`config.mk`:
```
export PLATFORM = sky130hd
export DESIGN_NAME = jrx_lane_tracker
export DESIGN_NICKNAME = d
export VERILOG_FILES = /design/src/rtl/jrx_pkg.sv /design/src/rtl/jrx_octet_class.sv /design/src/rtl/jrx_lane_ctrl.sv /design/src/rtl/jrx_cfg_store.sv /design/src/rtl/jrx_lane_tracker.sv
export SDC_FILE = /design/constraint.sdc
export NUM_CORES = 1
export LEC_CHECK = 0
export BUFFER_PORTS_ARGS = -buffer_cell sky130_fd_sc_hd__buf_2
export CORE_MARGIN = 1
export CORE_UTILIZATION = 35
export DETAILED_ROUTE_END_ITERATION = 10
export HOLD_SLACK_MARGIN = 0.12
export PLACE_DENSITY = 0.6
export SLEW_MARGIN = 25
export SYNTH_ARGS = -nofsm -noshare
export SYNTH_HDL_FRONTEND = slang
export SYNTH_SLANG_ARGS = --single-unit
```
`constraint.sdc`:
```
create_clock -name clk -period 4.3 [get_ports clk]
set_input_delay 0.215 -clock clk [delete_from_list [all_inputs] [get_ports clk]]
set_output_delay 0.215 -clock clk [all_outputs]
set_load 0.02 [all_outputs]
```
`src/rtl/jrx_pkg.sv`:
```
package jrx_pkg;
  localparam logic [7:0] CH_COMMA = 8'hBC;
  localparam logic [7:0] CH_START = 8'h1C;
  localparam logic [7:0] CH_PARAM = 8'h9C;
  localparam logic [7:0] CH_ALIGN = 8'h7C;

  // number of link parameter octets and their first position in multiframe 1
  localparam int CFG_OCT  = 14;
  localparam int CFG_POS0 = 2;
  localparam int CFG_SLOTS = 16;

  typedef enum logic [1:0] {
    ST_CGS  = 2'd0,
    ST_WAIT = 2'd1,
    ST_ILAS = 2'd2,
    ST_DATA = 2'd3
  } lane_st_e;

  typedef struct packed {
    logic       capEn;
    logic [7:0] capWd;
    logic       clrCfg;
  } dp_strobe_t;
endpackage

```
`src/rtl/jrx_octet_class.sv`:
```
module jrx_octet_class #(
  parameter int NOCT = 4
) (
  input  logic [8*NOCT-1:0] rxData,
  input  logic [NOCT-1:0]   rxKFlag,
  input  logic [NOCT-1:0]   rxDecErr,
  input  logic [NOCT-1:0]   rxDispErr,
  output logic [NOCT-1:0]   goodK,
  output logic              leadStart,
  output logic              secondParam,
  output logic              tailAlign,
  output logic              anyErr
);
  import jrx_pkg::*;

  for (genvar o = 0; o < NOCT; o++) begin : g_oct
    assign goodK[o] = rxKFlag[o] && (rxData[8*o +: 8] == CH_COMMA)
                      && !rxDecErr[o] && !rxDispErr[o];
  end

  assign leadStart   = rxKFlag[0] && (rxData[7:0] == CH_START);
  assign secondParam = rxKFlag[1] && (rxData[15:8] == CH_PARAM);
  assign tailAlign   = rxKFlag[NOCT-1] && (rxData[8*NOCT-1 -: 8] == CH_ALIGN);
  assign anyErr      = |(rxDecErr | rxDispErr);
endmodule

```
`src/rtl/jrx_lane_ctrl.sv`:
```
module jrx_lane_ctrl #(
  parameter int NOCT     = 4,
  parameter int MF_WORDS = 8,
  parameter int ILAS_MF  = 4,
  parameter int KMIN     = 4
) (
  input  logic               clk,
  input  logic               rstN,
  input  logic               rxValid,
  input  logic [NOCT-1:0]    goodK,
  input  logic               leadStart,
  input  logic               secondParam,
  input  logic               tailAlign,
  input  logic               anyErr,
  output jrx_pkg::dp_strobe_t strobe,
  output logic               syncN,
  output logic               laneAligned,
  output logic [NOCT-1:0]    somf,
  output logic               errIrq
);
  import jrx_pkg::*;

  localparam int WD_W  = (MF_WORDS > 1) ? $clog2(MF_WORDS) : 1;
  localparam int MF_W  = (ILAS_MF > 1) ? $clog2(ILAS_MF) : 1;
  localparam int RUN_W = $clog2(KMIN + 1);

  lane_st_e        state, stNext;
  logic [WD_W-1:0] wdIdx, wdNext;
  logic [MF_W-1:0] mfIdx, mfNext;
  logic [RUN_W-1:0] kRun, kRunNext, runScan;
  logic            runHit;
  logic            errNext;
  logic            lastWd, lastMf, ilasFail;

  assign lastWd = (wdIdx == WD_W'(MF_WORDS - 1));
  assign lastMf = (mfIdx == MF_W'(ILAS_MF - 1));

  // octet-serial comma run over the word
  always_comb begin
    runScan = kRun;
    runHit  = 1'b0;
    for (int o = 0; o < NOCT; o++) begin
      if (goodK[o]) begin
        if (runScan < RUN_W'(KMIN)) runScan = runScan + 1'b1;
      end else begin
        runScan = '0;
      end
      if (runScan == RUN_W'(KMIN)) runHit = 1'b1;
    end
  end

  always_comb begin
    ilasFail = 1'b0;
    if (wdIdx == '0) begin
      if (!leadStart) ilasFail = 1'b1;
      if ((mfIdx == MF_W'(1)) && !secondParam) ilasFail = 1'b1;
    end
    if (lastWd && !tailAlign) ilasFail = 1'b1;
  end

  always_comb begin
    stNext        = state;
    wdNext        = wdIdx;
    mfNext        = mfIdx;
    kRunNext      = kRun;
    strobe.capEn  = 1'b0;
    strobe.capWd  = 8'(wdIdx);
    strobe.clrCfg = 1'b0;
    errNext       = errIrq;
    if (rxValid) begin
      if (((state == ST_CGS) || (state == ST_WAIT)) && anyErr) errNext = 1'b1;
      case (state)
        ST_CGS: begin
          kRunNext = runScan;
          if (runHit) stNext = ST_WAIT;
        end
        ST_WAIT: begin
          if (&goodK) begin
            stNext = ST_WAIT;
          end else if (leadStart) begin
            stNext        = ST_ILAS;
            wdNext        = WD_W'(1);
            mfNext        = '0;
            strobe.clrCfg = 1'b1;
          end else begin
            stNext   = ST_CGS;
            kRunNext = '0;
          end
        end
        ST_ILAS: begin
          if (ilasFail) begin
            stNext   = ST_CGS;
            kRunNext = '0;
          end else begin
            strobe.capEn = (mfIdx == MF_W'(1));
            if (lastWd) begin
              wdNext = '0;
              if (lastMf) stNext = ST_DATA;
              else        mfNext = mfIdx + 1'b1;
            end else begin
              wdNext = wdIdx + 1'b1;
            end
          end
        end
        default: begin
          wdNext = lastWd ? '0 : wdIdx + 1'b1;
        end
      endcase
    end
  end

  always_ff @(posedge clk or negedge rstN) begin
    if (!rstN) begin
      state  <= ST_CGS;
      wdIdx  <= '0;
      mfIdx  <= '0;
      kRun   <= '0;
      errIrq <= 1'b0;
    end else begin
      state  <= stNext;
      wdIdx  <= wdNext;
      mfIdx  <= mfNext;
      kRun   <= kRunNext;
      errIrq <= errNext;
    end
  end

  assign syncN       = (state != ST_CGS);
  assign laneAligned = (state == ST_DATA);
  assign somf        = {{(NOCT-1){1'b0}}, (state == ST_DATA) && (wdIdx == '0)};

  // comma run never exceeds its saturation point
  p_run_bound_r3: assert property (@(posedge clk) disable iff (!rstN)
    kRun <= RUN_W'(KMIN));
  // a lane in the sequence only leaves it for CGS or user data
  p_ilas_exit_r5: assert property (@(posedge clk) disable iff (!rstN)
    (state == ST_ILAS) |=> (state inside {ST_ILAS, ST_CGS, ST_DATA}));
endmodule

```
`src/rtl/jrx_cfg_store.sv`:
```
module jrx_cfg_store #(
  parameter int NOCT = 4
) (
  input  logic                clk,
  input  logic                rstN,
  input  logic [8*NOCT-1:0]   rxData,
  input  jrx_pkg::dp_strobe_t strobe,
  output logic [8*jrx_pkg::CFG_SLOTS-1:0] cfgFlat
);
  import jrx_pkg::*;

  for (genvar j = 0; j < CFG_OCT; j++) begin : g_cap
    localparam int POS = j + CFG_POS0;
    localparam int WD  = POS / NOCT;
    localparam int OC  = POS % NOCT;
    always_ff @(posedge clk or negedge rstN) begin
      if (!rstN)                                   cfgFlat[8*j +: 8] <= '0;
      else if (strobe.clrCfg)                      cfgFlat[8*j +: 8] <= '0;
      else if (strobe.capEn && strobe.capWd == 8'(WD)) cfgFlat[8*j +: 8] <= rxData[8*OC +: 8];
    end
  end

  for (genvar j = CFG_OCT; j < CFG_SLOTS; j++) begin : g_pad
    assign cfgFlat[8*j +: 8] = '0;
  end

  // stored parameters hold outside capture and clear
  p_cfg_hold_r6: assert property (@(posedge clk) disable iff (!rstN)
    (!strobe.capEn && !strobe.clrCfg) |=> $stable(cfgFlat));
endmodule

```
`src/rtl/jrx_lane_tracker.sv`:
```
module jrx_lane_tracker #(
  parameter int NOCT     = 4,
  parameter int MF_WORDS = 8,
  parameter int ILAS_MF  = 4,
  parameter int KMIN     = 4
) (
  input  logic              clk,
  input  logic              rstN,
  input  logic              rxValid,
  input  logic [8*NOCT-1:0] rxData,
  input  logic [NOCT-1:0]   rxKFlag,
  input  logic [NOCT-1:0]   rxDecErr,
  input  logic [NOCT-1:0]   rxDispErr,
  output logic              syncN,
  output logic              laneAligned,
  output logic [NOCT-1:0]   somf,
  output logic              errIrq,
  output logic [31:0]       cfg0,
  output logic [31:0]       cfg1,
  output logic [31:0]       cfg2,
  output logic [31:0]       cfg3
);
  import jrx_pkg::*;

  logic [NOCT-1:0] goodK;
  logic            leadStart, secondParam, tailAlign, anyErr;
  dp_strobe_t      strobe;
  logic [8*CFG_SLOTS-1:0] cfgFlat;

  jrx_octet_class #(.NOCT(NOCT)) u_class (
    .rxData(rxData), .rxKFlag(rxKFlag), .rxDecErr(rxDecErr), .rxDispErr(rxDispErr),
    .goodK(goodK), .leadStart(leadStart), .secondParam(secondParam),
    .tailAlign(tailAlign), .anyErr(anyErr)
  );

  jrx_lane_ctrl #(.NOCT(NOCT), .MF_WORDS(MF_WORDS), .ILAS_MF(ILAS_MF), .KMIN(KMIN)) u_ctrl (
    .clk(clk), .rstN(rstN), .rxValid(rxValid), .goodK(goodK), .leadStart(leadStart),
    .secondParam(secondParam), .tailAlign(tailAlign), .anyErr(anyErr), .strobe(strobe),
    .syncN(syncN), .laneAligned(laneAligned), .somf(somf), .errIrq(errIrq)
  );

  jrx_cfg_store #(.NOCT(NOCT)) u_cfg (
    .clk(clk), .rstN(rstN), .rxData(rxData), .strobe(strobe), .cfgFlat(cfgFlat)
  );

  assign cfg0 = cfgFlat[31:0];
  assign cfg1 = cfgFlat[63:32];
  assign cfg2 = cfgFlat[95:64];
  assign cfg3 = cfgFlat[127:96];

  // release of the request line always follows an accepted word
  p_release_valid_r3: assert property (@(posedge clk) disable iff (!rstN)
    $rose(syncN) |-> $past(rxValid));
  // alignment rises only after a closing marker in the last octet
  p_align_marker_r7: assert property (@(posedge clk) disable iff (!rstN)
    $rose(laneAligned) |-> $past(rxValid && rxKFlag[NOCT-1] && (rxData[8*NOCT-1 -: 8] == CH_ALIGN)));
  // an aligned lane never requests synchronization
  p_align_sync_r7: assert property (@(posedge clk) disable iff (!rstN)
    laneAligned |-> syncN);
  // multiframe flag only during user data, one position at most
  p_somf_data_r8: assert property (@(posedge clk) disable iff (!rstN)
    (somf != '0) |-> (laneAligned && $onehot0(somf)));
  // error flag is sticky
  p_err_sticky_r9: assert property (@(posedge clk) disable iff (!rstN)
    errIrq |=> errIrq);
  // error flag rises only after an errored valid word before alignment
  p_err_cause_r9: assert property (@(posedge clk) disable iff (!rstN)
    $rose(errIrq) |-> $past(rxValid && (|(rxDecErr | rxDispErr)) && !laneAligned));
  // an invalid word freezes the status outputs
  p_hold_invalid_r10: assert property (@(posedge clk) disable iff (!rstN)
    !rxValid |=> ($stable(syncN) && $stable(laneAligned) && $stable(errIrq) && $stable(somf)));
endmodule

```
==> results by stage <==
Timing:
- The final critical path takes up between 90% and 100% of the cycle.
- Across all hold checks on the routed design, the worst slack comes to 0.135 ns.
- The number of endpoints with negative hold slack in the final report is 0.
- The worst-margin pin slew is 0.856 ns.
- Setup total negative slack on the finished layout was measured at 0 ns.
- Setup repair after global routing left no endpoint under its margin.
- For the final database, setup skew stands at 0.00908 ns.
- The final-report max-slew violation count was 0.
- Measured against its own limit, the worst slew margin works out to 43.0%.
- Based on the critical path, the design can be clocked at up to ~250 MHz.
- The final setup violation count is 0.
- The final critical path time including I/O delays and setup is 4.06 ns.

Global route:
- The routing usage on met3 is under 10%.
- The maximum number of pins on one net before global-route repair is 66.
- The global route total overflow is 0.
- The most utilized layer in the global route result is met2.
- The first global-routing pass estimated 28800 um of wire.
- The global routing usage on met2 is between 30 and 40%.
- Global routing consumed, on the met1 layer, between 20% and 30% of the routing resources.
- The via count of the first global-routing pass is slightly above 5000.
- The number of antenna violations at the first check in global routing was 0.
- In the global route stage, overall resource usage came out at 21.4%.

CTS:
- CTS built an H-tree with a depth of 4.
- The number of clock buffers added by TritonCTS is 17.
- The clock passes through at most 2 buffers.
- The TritonCTS clock tree is built.
- The later-pin clock latency in the skew report is 0.41 ns.
- After clock tree synthesis, the setup repair step added 0 buffers.
- CTS placed an instance of clkbuf_16 at the clock tree root.
- The post-cts sizing count is 0.
- After clock tree synthesis, the clock-pin slew on the worst setup and hold paths is roughly 0.060 ns.
- Hold repair after CTS inserted 31 buffers.
- The TritonCTS sink count is between 100 and 150.

Critical path:
- The critical-path cell with the highest stage delay is dlygate4sd3_1.
- Among the stages of the critical path, the cell type that occurs most often is ha_1.
- The delay contributed by the slowest stage of the critical path is 0.54 ns.
- STA classifies the critical path endpoint as a register.
- For the worst setup path, the data required time is approximately 4.6 ns.
- The type of origin of the critical path is a primary input.
- The maximum fanout along the worst path is 8.
- The category of the critical setup timing path is in -> reg.
- Walking the worst path, the cells encountered are dlygate4sd3_1 -> buf_2 -> and4bb_2 -> and3_1 -> o21a_1 -> ha_1 -> a22oi_1 -> or2_2 -> ha_1 -> inv_1 -> mux2_2 -> nor2b_1 -> ha_1 -> nor2_1 -> a31oi_1 -> nor2_1 -> o311ai_2 -> a21oi_2 -> mux2_1.
- For the worst setup path, the data arrival time is 4.35 ns.

Run status:
- The flow ran to the end, and the final reports show no timing, DRC or antenna violations.

Detailed routing:
- After detailed routing, the average wire length per cell comes to ~17 um.
- The vias per cell is 4.89.
- The first detailed-routing pass ran for 7 iterations.
- The detailed router finished its first iteration with ~350 violations.
- The DRC violation count after routing is 0.
- The number of routed nets with antenna violations is 0.
- Wires add up to 18300 um.
- The final route contains approximately 5300 vias.

Yosys:
- In this run, synthesis produced a sequential element count of about 120.
- The average instance in the mapped netlist occupies 9.04 um^2.
- The register area share after synthesis is between 50% and 60%.
- For this run, asynchronously set or reset flops after synthesis account for 100%.
- The most used flip-flop cell after synthesis is dfrtp_1.
- The count of flip-flops with a built-in enable after synthesis is 0.
- The mapped netlist covers 0.00596 mm^2.
- The warning count from the yosys run is 0.
- The count of unique library cells instantiated by Yosys is 55.
- After technology mapping, the gate count stands at roughly 660.

Layout:
- The post-route netlist has roughly a quarter of its cells at a drive strength greater than 1.
- Leaving out fill and tap cells, the most frequent cell in the layout is nand2_1.
- The synthesis-to-finish area growth is 31.5%.
- The final net count is 911.
- The number of antenna cells inserted is 0.
- Leaving out fill and tap cells, the most frequent cells in the layout are nand2_1, buf_2, dfrtp_1, a21oi_1, dlygate4sd3_1.
- The count of cells in the finished layout, fillers not included, comes to roughly 1100.
- The utilization of the core after routing is 47.3%.
- The post-layout instance area is just under 0.008 mm^2.

Power:
- In this run the power density over the cells is approximately 390 mW/mm^2.
- The cell leakage power is between 4 and 5 nW.
- Combinational logic burns ~11% of the power.
- Of the total power, the clock network draws roughly half.
- The relative contribution of sequential cells to total power is 39.6%.
- Net switching is 25.9% of the power.
- For this design the total switching power over the nets is approximately 0.0008 W.
- The worst ir drop on vdd is around 290 uV.
- The internal power summed over all cells is roughly 0.0023 W.

Floorplanning:
- The die covers about 0.018 mm^2.
- The die span in y is 132 um.
- In this run the count of I/O pins placed on the die edge is 182.
- After floorplanning, the core was sized to cover approximately 0.017 mm^2.
- The total number of placement rows is 47.
- The die is roughly 130 um wide.
- Once the floorplan was initialized, standard cells occupied around 36% of the core.

Placement:
- The HPWL reported at the end of detailed placement is around 13000 um.
- After detailed placement, the total cell area comes to just under 0.007 mm^2.
- The number of placed instances, taps included, is a little over 1000.
- The final weighted congestion in routability-driven placement is about 0.83.
- The count of buffers inserted at the top-level ports is approximately 160.

Flow run:
- The max capacitance violation total is 0.

Min path:
- The worst hold path belongs to the class in -> reg.
-- final timing paths --
kind | from | endpoint | slack [ns] | cells after the start
max | rxData[1] | u_ctrl.state[0] | 0.24 | 19
min | rxData[23] | u_cfg.cfgFlat[71] | 0.13 | 3
max reg2reg | u_ctrl.kRun[0] | u_ctrl.state[0] | 0.32 | 17
min reg2reg | u_ctrl.errIrq | u_ctrl.errIrq | 0.46 | 1
max in group asynchronous | rstN | u_cfg.cfgFlat[12] | 2.89 | 3
min in group asynchronous | rstN | u_cfg.cfgFlat[111] | 0.45 | 2
-- area by class of cell --
cell class | instances | area, um^2
clock buffers | 20 | 457
clock inverters | 12 | 161
fillers | 1620 | 8750
inverters | 21 | 78.8
multi-input cells | 478 | 2570
flip-flops and latches | 123 | 3080
well taps | 220 | 275
repair buffers | 204 | 1220
-- cell families (layout without fill, tap and decap cells) --
kind of cell | after synthesis | after routing | share of synthesized area [%]
DFF | 123 | 123 | 51.7
other | 1 | 19 | 0.0629
buffers and inverters | 76 | 257 | 6.49
adders and majority gates | 19 | 19 | 3.99
muxes | 24 | 24 | 4.16
xor gates and xnor gates | 2 | 2 | 0.294
and+or+nand+nor | 297 | 297 | 22.1
AOI/OAI and AO/OA | 117 | 117 | 11.2
-- cells in the mapped netlist (4+ instances only) --
library cell | instances | area, um^2
nand3_1 | 21 | 105
and3_1 | 8 | 50.1
a21oi_1 | 87 | 435
a31oi_1 | 4 | 25.0
dfrtp_1 | 123 | 3080
nand2b_1 | 5 | 31.3
mux2_2 | 5 | 56.3
o21ai_0 | 6 | 30.0
ha_1 | 19 | 238
mux2i_1 | 18 | 180
nand2_1 | 205 | 769
or2_2 | 4 | 25.0
buf_2 | 11 | 55.1
nor2_1 | 27 | 101
inv_1 | 21 | 78.8
buf_4 | 19 | 143
clkbuf_1 | 23 | 86.3
nor2b_1 | 4 | 25.0
-- per-layer routing --
layer	vias to the layer above	share of wire, %	wire length, um
met4	0	1.5	274
met5	-	0	0
met1	2552	46	8330
met3	18	4.9	893
li1	2522	-	-
met2	181	48	8770
-- worst max-delay path: cells and delay by family --
kind            cells  cell delay, ns
mux                 2            0.58
compound gates      5            0.73
buf+inv             3            0.73
simple gates        6            1.43
fa+ha+maj           3            0.67
-- power by group through the flow --
stage	logic, W	clock network (W)	registers, W
final	0.000337	0.00150	0.00120
after global routing	0.000369	0.00158	0.00121
after CTS	0.000335	0.00152	0.00120
after detailed placement	0.000312	0	0.00122
after global placement	0.000311	0	0.00122
after floorplan	0.000182	0	0.00123
-- sequential cells by signal, summed over array words and instances (netlist names) --
register,cells
u_cfg.cfgFlat,112
u_ctrl.kRun,3
u_ctrl.wdIdx,3
u_ctrl.mfIdx,2
u_ctrl.state,2
u_ctrl.errIrq,1
-- stage by stage --
step           total power (W)  setup WS [ns]
5_1_grt                0.00315        0.00551
3_5_place_dp           0.00153          0.359
4_1_cts                0.00306          0.276
6_report               0.00304          0.239
2_1_floorplan          0.00141          0.718
3_3_place_gp           0.00153          0.404
(Power assumes the default switching activity.)
